[src/rtl/err_sev_pkg.sv]
package err_sev_pkg;

  localparam int DS_W     = 4;
  localparam int DS_COR   = 0;
  localparam int DS_NF    = 1;
  localparam int DS_FATAL = 2;
  localparam int DS_UR    = 3;

  typedef enum logic [1:0] {
    SEV_COR      = 2'd0,
    SEV_NONFATAL = 2'd1,
    SEV_FATAL    = 2'd2
  } sev_e;

  // exactly one bit set
  function automatic logic one_bit(input logic [31:0] v);
    return (v != 32'd0) && ((v & (v - 32'd1)) == 32'd0);
  endfunction

  // fatality from the severity register or the fixed default set
  function automatic logic pick_fatal(input logic [31:0] v, input logic [31:0] sev,
                                      input logic [31:0] dflt, input logic cap);
    return cap ? ((v & sev) != 32'd0) : ((v & dflt) != 32'd0);
  endfunction

  // uncorrectable message enable: system error or class-specific enable
  function automatic logic unc_allowed(input logic fatal, input logic serr,
                                       input logic en_nf, input logic en_f);
    return serr || (fatal ? en_f : en_nf);
  endfunction

  // unsupported-request veto
  function automatic logic ur_veto(input logic is_ur, input logic en_ur,
                                   input logic serr_ok);
    return is_ur && !en_ur && !serr_ok;
  endfunction

endpackage

[src/rtl/err_sev_classify.sv]
module err_sev_classify #(
  parameter int                 COR_W     = 16,
  parameter int                 UNC_W     = 32,
  parameter logic [COR_W-1:0]   COR_SUPP  = 16'hF1C1,
  parameter logic [UNC_W-1:0]   UNC_SUPP  = 32'h03FF_F030,
  parameter logic [UNC_W-1:0]   DEF_FATAL = 32'h0046_2030,
  parameter int                 UR_BIT    = 20
) (
  input  logic [UNC_W-1:0] raw_code,
  input  logic             is_cor,
  input  logic             cap_on,
  input  logic [UNC_W-1:0] sev_reg,
  output logic             accept,
  output logic [UNC_W-1:0] err_vec,
  output logic             is_ur,
  output logic             fatal
);
  import err_sev_pkg::*;

  localparam logic [UNC_W-1:0] COR_SUPP_X = UNC_W'(COR_SUPP);
  localparam logic [UNC_W-1:0] UR_VEC     = UNC_W'(1) << UR_BIT;

  always_comb begin
    err_vec = raw_code & (is_cor ? COR_SUPP_X : UNC_SUPP);
    accept  = one_bit(32'(err_vec));
    is_ur   = !is_cor && (err_vec == UR_VEC);
    fatal   = !is_cor && pick_fatal(32'(err_vec), 32'(sev_reg), 32'(DEF_FATAL), cap_on);
  end

endmodule

[src/rtl/err_sev_decide.sv]
module err_sev_decide #(
  parameter int COR_W   = 16,
  parameter int UNC_W   = 32,
  parameter int ADV_BIT = 13
) (
  input  logic             accept,
  input  logic [UNC_W-1:0] err_vec,
  input  logic             is_cor,
  input  logic             is_ur,
  input  logic             fatal,
  input  logic             maybe_adv,
  input  logic             cap_on,
  input  logic [COR_W-1:0] cor_mask,
  input  logic [UNC_W-1:0] unc_mask,
  input  logic             en_cor,
  input  logic             en_nonfatal,
  input  logic             en_fatal,
  input  logic             en_ur,
  input  logic             serr_en,
  output logic             send,
  output logic [1:0]       sev,
  output logic             log_hit,
  output logic             adv_path,
  output logic [err_sev_pkg::DS_W-1:0] dsta_set,
  output logic [COR_W-1:0] cor_set,
  output logic [UNC_W-1:0] unc_set
);
  import err_sev_pkg::*;

  localparam logic [COR_W-1:0] ADV_VEC = COR_W'(1) << ADV_BIT;

  logic             cor_path;
  logic [COR_W-1:0] cor_bit;
  logic             gate;

  always_comb begin
    send     = 1'b0;
    sev      = SEV_COR;
    log_hit  = 1'b0;
    adv_path = 1'b0;
    dsta_set = '0;
    cor_set  = '0;
    unc_set  = '0;
    cor_path = 1'b0;
    cor_bit  = '0;
    gate     = 1'b0;
    if (accept) begin
      if (is_cor) begin
        cor_path = 1'b1;
        cor_bit  = err_vec[COR_W-1:0];
      end else if (!fatal && maybe_adv) begin
        cor_path = 1'b1;
        adv_path = 1'b1;
        cor_bit  = ADV_VEC;
      end
      if (cor_path) begin
        dsta_set[DS_COR] = 1'b1;
        dsta_set[DS_UR]  = is_ur;
        gate = 1'b1;
        if (cap_on) begin
          cor_set = cor_bit;
          if ((cor_mask & cor_bit) != '0) begin
            gate = 1'b0;
          end else if (adv_path) begin
            log_hit = ((unc_mask & err_vec) == '0);
            unc_set = err_vec;
          end
        end
        if (ur_veto(is_ur, en_ur, 1'b0)) gate = 1'b0;
        if (!en_cor)                     gate = 1'b0;
        send = gate;
        sev  = SEV_COR;
      end else begin
        dsta_set[DS_FATAL] = fatal;
        dsta_set[DS_NF]    = !fatal;
        dsta_set[DS_UR]    = is_ur;
        gate = 1'b1;
        if (cap_on) begin
          unc_set = err_vec;
          if ((unc_mask & err_vec) != '0) gate = 1'b0;
          else                            log_hit = 1'b1;
        end
        if (ur_veto(is_ur, en_ur, serr_en))                         gate = 1'b0;
        if (!unc_allowed(fatal, serr_en, en_nonfatal, en_fatal))    gate = 1'b0;
        send = gate;
        sev  = fatal ? SEV_FATAL : SEV_NONFATAL;
      end
    end
  end

endmodule

[src/rtl/err_sev_regs.sv]
module err_sev_regs #(
  parameter int COR_W = 16,
  parameter int UNC_W = 32,
  parameter int RID_W = 16
) (
  input  logic             clk,
  input  logic             rst_n,
  input  logic             take,
  input  logic             send,
  input  logic [1:0]       sev,
  input  logic [RID_W-1:0] rid,
  input  logic [err_sev_pkg::DS_W-1:0] dsta_set,
  input  logic [COR_W-1:0] cor_set,
  input  logic [UNC_W-1:0] unc_set,
  input  logic             ovf_hit,
  output logic             msg_valid,
  output logic [1:0]       msg_sev,
  output logic [RID_W-1:0] msg_rid,
  output logic [err_sev_pkg::DS_W-1:0] dev_sta,
  output logic [COR_W-1:0] cor_sta,
  output logic [UNC_W-1:0] unc_sta,
  output logic             ovf_pend,
  output logic [RID_W-1:0] pend_rid
);
  import err_sev_pkg::*;

  for (genvar i = 0; i < DS_W; i++) begin : g_ds
    logic cell_q;
    always_ff @(posedge clk or negedge rst_n)
      if (!rst_n)                     cell_q <= 1'b0;
      else if (take && dsta_set[i])   cell_q <= 1'b1;
    assign dev_sta[i] = cell_q;
  end

  for (genvar i = 0; i < COR_W; i++) begin : g_cor
    logic cell_q;
    always_ff @(posedge clk or negedge rst_n)
      if (!rst_n)                     cell_q <= 1'b0;
      else if (take && cor_set[i])    cell_q <= 1'b1;
    assign cor_sta[i] = cell_q;
  end

  for (genvar i = 0; i < UNC_W; i++) begin : g_unc
    logic cell_q;
    always_ff @(posedge clk or negedge rst_n)
      if (!rst_n)                     cell_q <= 1'b0;
      else if (take && unc_set[i])    cell_q <= 1'b1;
    assign unc_sta[i] = cell_q;
  end

  always_ff @(posedge clk or negedge rst_n) begin
    if (!rst_n) begin
      msg_valid <= 1'b0;
      msg_sev   <= SEV_COR;
      msg_rid   <= '0;
      ovf_pend  <= 1'b0;
      pend_rid  <= '0;
    end else begin
      msg_valid <= take && send;
      if (take && send) begin
        msg_sev <= sev;
        msg_rid <= rid;
      end
      ovf_pend <= take && ovf_hit;
      if (take && ovf_hit) pend_rid <= rid;
    end
  end

endmodule

[src/rtl/err_sev_ctrl.sv]
module err_sev_ctrl #(
  parameter int               COR_W     = 16,
  parameter int               UNC_W     = 32,
  parameter int               RID_W     = 16,
  parameter logic [COR_W-1:0] COR_SUPP  = 16'hF1C1,
  parameter logic [UNC_W-1:0] UNC_SUPP  = 32'h03FF_F030,
  parameter logic [UNC_W-1:0] DEF_FATAL = 32'h0046_2030,
  parameter int               UR_BIT    = 20,
  parameter int               ADV_BIT   = 13,
  parameter int               HLO_BIT   = 15
) (
  input  logic             clk,
  input  logic             rst_n,
  input  logic             evt_valid,
  output logic             evt_ready,
  input  logic [UNC_W-1:0] evt_code,
  input  logic             evt_is_cor,
  input  logic             evt_maybe_adv,
  input  logic [RID_W-1:0] evt_rid,
  input  logic             cap_on,
  input  logic [UNC_W-1:0] sev_reg,
  input  logic [UNC_W-1:0] unc_mask,
  input  logic [COR_W-1:0] cor_mask,
  input  logic             en_cor,
  input  logic             en_nonfatal,
  input  logic             en_fatal,
  input  logic             en_ur,
  input  logic             serr_en,
  output logic             log_req,
  output logic [UNC_W-1:0] log_code,
  output logic [RID_W-1:0] log_rid,
  input  logic             log_overflow,
  output logic             msg_valid,
  output logic [1:0]       msg_sev,
  output logic [RID_W-1:0] msg_rid,
  output logic [3:0]       dev_sta,
  output logic [COR_W-1:0] cor_sta,
  output logic [UNC_W-1:0] unc_sta
);
  import err_sev_pkg::*;

  localparam logic [UNC_W-1:0] HLO_VEC = UNC_W'(1) << HLO_BIT;

  // named internal events
  logic             ovf_pend;
  logic [RID_W-1:0] pend_rid;
  logic             evt_take;
  logic [UNC_W-1:0] cur_code;
  logic             cur_is_cor;
  logic             cur_adv;
  logic [RID_W-1:0] cur_rid;
  logic             accept_w;
  logic [UNC_W-1:0] err_vec;
  logic             is_ur;
  logic             fatal;
  logic             send_w;
  logic [1:0]       sev_w;
  logic             log_hit;
  logic             adv_path;
  logic [DS_W-1:0]  dsta_set;
  logic [COR_W-1:0] cor_set;
  logic [UNC_W-1:0] unc_set;
  logic             ovf_hit;

  // the overflow follow-up takes precedence over a new event
  assign evt_ready  = !ovf_pend;
  assign evt_take   = ovf_pend || evt_valid;
  assign cur_code   = ovf_pend ? HLO_VEC  : evt_code;
  assign cur_is_cor = ovf_pend ? 1'b1     : evt_is_cor;
  assign cur_adv    = ovf_pend ? 1'b0     : evt_maybe_adv;
  assign cur_rid    = ovf_pend ? pend_rid : evt_rid;

  err_sev_classify #(
    .COR_W(COR_W), .UNC_W(UNC_W), .COR_SUPP(COR_SUPP),
    .UNC_SUPP(UNC_SUPP), .DEF_FATAL(DEF_FATAL), .UR_BIT(UR_BIT)
  ) u_classify (
    .raw_code (cur_code),
    .is_cor   (cur_is_cor),
    .cap_on   (cap_on),
    .sev_reg  (sev_reg),
    .accept   (accept_w),
    .err_vec  (err_vec),
    .is_ur    (is_ur),
    .fatal    (fatal)
  );

  err_sev_decide #(
    .COR_W(COR_W), .UNC_W(UNC_W), .ADV_BIT(ADV_BIT)
  ) u_decide (
    .accept      (accept_w),
    .err_vec     (err_vec),
    .is_cor      (cur_is_cor),
    .is_ur       (is_ur),
    .fatal       (fatal),
    .maybe_adv   (cur_adv),
    .cap_on      (cap_on),
    .cor_mask    (cor_mask),
    .unc_mask    (unc_mask),
    .en_cor      (en_cor),
    .en_nonfatal (en_nonfatal),
    .en_fatal    (en_fatal),
    .en_ur       (en_ur),
    .serr_en     (serr_en),
    .send        (send_w),
    .sev         (sev_w),
    .log_hit     (log_hit),
    .adv_path    (adv_path),
    .dsta_set    (dsta_set),
    .cor_set     (cor_set),
    .unc_set     (unc_set)
  );

  assign log_req  = evt_take && log_hit;
  assign log_code = err_vec;
  assign log_rid  = cur_rid;
  assign ovf_hit  = log_req && log_overflow;

  err_sev_regs #(
    .COR_W(COR_W), .UNC_W(UNC_W), .RID_W(RID_W)
  ) u_regs (
    .clk       (clk),
    .rst_n     (rst_n),
    .take      (evt_take),
    .send      (send_w),
    .sev       (sev_w),
    .rid       (cur_rid),
    .dsta_set  (dsta_set),
    .cor_set   (cor_set),
    .unc_set   (unc_set),
    .ovf_hit   (ovf_hit),
    .msg_valid (msg_valid),
    .msg_sev   (msg_sev),
    .msg_rid   (msg_rid),
    .dev_sta   (dev_sta),
    .cor_sta   (cor_sta),
    .unc_sta   (unc_sta),
    .ovf_pend  (ovf_pend),
    .pend_rid  (pend_rid)
  );

endmodule

[config.mk]
export PLATFORM = sky130hd
export DESIGN_NAME = err_sev_ctrl
export DESIGN_NICKNAME = d
export VERILOG_FILES = /design/src/rtl/err_sev_pkg.sv /design/src/rtl/err_sev_classify.sv /design/src/rtl/err_sev_decide.sv /design/src/rtl/err_sev_regs.sv /design/src/rtl/err_sev_ctrl.sv
export SDC_FILE = /design/constraint.sdc
export NUM_CORES = 1
export LEC_CHECK = 0
export ABC_AREA = 1
export BUFFER_PORTS_ARGS = -buffer_cell sky130_fd_sc_hd__buf_2
export CAP_MARGIN = 10
export CORE_MARGIN = 2
export CORE_UTILIZATION = 44
export DETAILED_ROUTE_END_ITERATION = 10
export PLACE_DENSITY = 0.81
export SLEW_MARGIN = 20
export SYNTH_ARGS = -nofsm -noshare
export SYNTH_HDL_FRONTEND = slang
export SYNTH_SLANG_ARGS = --single-unit
[constraint.sdc]
create_clock -name clk -period 2.75 [get_ports clk]
set_input_delay 0.1375 -clock clk [delete_from_list [all_inputs] [get_ports clk]]
set_output_delay 0.1375 -clock clk [all_outputs]
set_load 0.005 [all_outputs]
==> reports/metrics.cfg <==
[routing]
wl_microns=13120
num_vias=4410
drc_errors=0
detail_route.vias_per_cell=4.793
wl_per_cell_microns=14.26
drtPass1Iterations=5
drt-initial-drc-count=289
drtAntennaViolNets=0

[global_routing]
antenna_found_initial=1
grt_pass1_wl_microns=20890
grt_max_degree=71
grt_usage_pct=24.31
grt_pass1_vias=4117
overflow=0

[cells_and_area]
post-route-util_pct=57.56
n_fill_cell=929
stdcell_area_sq_um=5574
layout.area.seq_sq_um=1753
multiInputGateArea_sq_um=2022
post_route_cells_drive_above_1_share_pct=36.13
layout.nets=921
syn2layout_area_growth_pct=27.69

[placement]
gp_congestion=0.9585
placedInstanceArea_sq_um=5172
hpwl_microns=9995
io_buffers=186

[yosys]
postSynthAreaPerCell_sq_um=7.216
ys_seq_area_share_pct=40.13
synth_warnings=0
synthCells=605
synthArstFlopShare_pct=100.0
ys_types=32
synth_seq_cells=70
synth_flop_cell=dfrtp_1
netlist_area_sq_um=4365
synth_edf_count=0

[clock_tree]
clk_latency_ns=0.34
cts_made_buffers=9
clk_pin_slew_ns=0.08
clkSinkCount=70
cts_tree=yes
clockBufferDepth=2
htree_levels=3
root_buffer=clkbuf_8

[worst_setup_path]
critPathLaunchType=register
crit_top_cell=nand2_2
max_stage_delay_ns=0.47
worstPathRequired_ns=2.61
r2r_start=u_regs.ovf_pend$_DFF_PN0_
worstSetupPathType=reg2out
crit_fanout=7
crit_chain=buf_4, nor2_4, buf_4, nor2_1, nor2_1, nand2_1, nor2_1, nand2_1, nand2_2, nand2_1, nand2_2, nand3_1, nand2_2, nand2_4, nand2_2, inv_1, buf_2
slowest_stage=dfrtp_2
cp-startpoint=u_regs.ovf_pend$_DFF_PN0_
worstSetupEndpointType=output pin
crit_arrival_ns=2.46

[timing]
hold_ws_ns=0.1291
timing.final.crit_share_pct=94.51
relSlewSlack_pct=39.75
rsz0062_at_grt=true
worstMarginPinSlew_ns=0.9038
maxSlewViolCount=0
min_period_ns=2.599
clock.fmax_mhz=384.7
final-setup-viol-count=0
finalClockSkew_ns=0.01524
hold_viol_final=0

[power_and_ir_drop]
power.density_nw_per_um2=433.4
p_seq_share_pct=43.5
vdd_drop_max_mv=0.2799
leakage_nw=3.441
power.internal_mw=1.732
clkPwrFrac_pct=39.1
comb_power_share_pct=17.3
switching_power_mw=0.6836
swShare_pct=28.30

[floorplan]
io_pins=261
dieArea_sq_um=10730
die_h_microns=103.6
chipWidth_microns=103.6
initial_core_util_pct=45.08
coreArea_sq_um=9684
rows=36

[hold_path]
hp-class=in2reg
min-delay-start=evt_code[8]

[run]
drv_cap=0

[outcome]
outcome=complete, no violations

[registers in the layout, indices dropped and copies added (netlist names)]
| signal | cells |
|---|---|
| u_regs.g_ds.cell_q | 4 |
| u_regs.msg_rid | 16 |
| u_regs.ovf_pend | 1 |
| u_regs.pend_rid | 16 |
| u_regs.g_cor.cell_q | 10 |
| u_regs.g_unc.cell_q | 20 |
| u_regs.msg_sev | 2 |
| u_regs.msg_valid | 1 |
[power by group through the flow]
stage / registers, mW / clock network, mW / logic [mW]
after floorplan: 1.07 / 0 / 0.227
after global placement: 1.07 / 0 / 0.388
after detailed placement: 1.07 / 0 / 0.391
after CTS: 1.05 / 0.962 / 0.396
after global routing: 1.05 / 1.01 / 0.465
final: 1.05 / 0.945 / 0.419
[cell type report]
cell class / instances / area share [%]
Antenna cell: 1 / 0.04489
Clock buffer: 10 / 2.290
Clock inverter: 6 / 1.684
Inverter: 49 / 3.322
Multi-Input combinational cell: 431 / 36.27
Sequential cell: 70 / 31.45
Tap cell: 133 / 2.985
Timing Repair Buffer: 220 / 21.95
[cell families after synthesis]
kind of cell,count (synthesis),share of synthesized area (%)
simple gates,357,34.74
other cells,1,0.08590
buf+inv,133,17.83
compound gates,44,7.223
flops,70,40.13
[final timing paths]
check | to | slack, ns | cells past startpoint
setup reg to reg | u_regs.msg_rid[1]$_DFFE_PN0P_ | 0.21 | 17
hold / removal | u_regs.g_cor[8].cell_q$_DFFE_PN0P_ | 0.13 | 3
hold reg to reg | u_regs.g_unc[8].cell_q$_DFFE_PN0P_ | 0.37 | 0
setup / recovery | log_req | 0.15 | 17
min in group asynchronous | u_regs.g_unc[17].cell_q$_DFFE_PN0P_ | 0.45 | 2
max in group asynchronous | u_regs.ovf_pend$_DFF_PN0_ | 1.63 | 2
[stage by stage]
stage / instances / power (mW) / setup TNS, ns / setup slack, ns
final: 920 / 2.416 / 0 / 0.1509
after global routing: 920 / 2.532 / -0.03275 / -0.03275
after CTS: 910 / 2.409 / 0 / 0.01515
after detailed placement: 893 / 1.463 / 0 / 0.01650
after global placement: 893 / 1.459 / 0 / 0.05700
after floorplan: 634 / 1.298 / 0 / 0.3686
[Yosys cell counts, types with 4 or more instances]
library cell  number  area share (%)
dfrtp_1           70              40
buf_4             66              11
o21ai_1            5            0.57
inv_1             42             3.6
nand4_1            9             1.3
a21oi_1            4            0.46
nand2_1          235              20
nand2_2            4            0.57
o21bai_1          25             4.3
nand3_1           44             5.0
buf_2              7            0.80
nor3_1             6            0.69
nor2_1            43             3.7
nor2_2             7             1.0
clkbuf_1           7            0.60
inv_2              7            0.60
[cells in the final DEF (no fill, tap or decap), drive strengths merged]
cell         count
nand2          242
buf            219
dfrtp           70
nor2            52
inv             50
nand3           46
conb            30
o21bai          25
clkbuf          10
nand4            9
o21ai            7
nor3             6
a21oi            5
a21o             3
bufinv           2
clkinv           2
diode            1
a22oi            1
or2              1
a22o             1
a221oi           1
o41ai            1
nand3b           1
clkinvlp         1
dlygate4sd3      1
[routing by layer]
layer  up-vias  global-route usage, %  routed length [microns]  share of wire, %
li1       2155                      -                        -                 -
met1      2051                  33.96                     5830                44
met2       192                  38.03                     6101                46
met3        12                  4.972                     1016               7.7
met4         0                  7.722                      174               1.3
met5         -                      0                        0                 0
[worst max-delay path, delay by kind of cell, from the launching register on]
kind,cells,cell delay [ns]
buffers and inverters,4,0.47
AND/OR/NAND/NOR,13,1.20
flip-flops,1,0.47
[what timing repair did]
item | 4_1_cts | 5_1_grt
hold buffers | 1 | 0
gates resized for setup | 5 | 27
endpoints found under the setup margin | 5 | 53
buffers inserted | 0 | 9
endpoints found under the hold margin | 70 | 0
cloned | 0 | 0
pin swaps | 0 | 9
(Power assumes the default switching activity.)
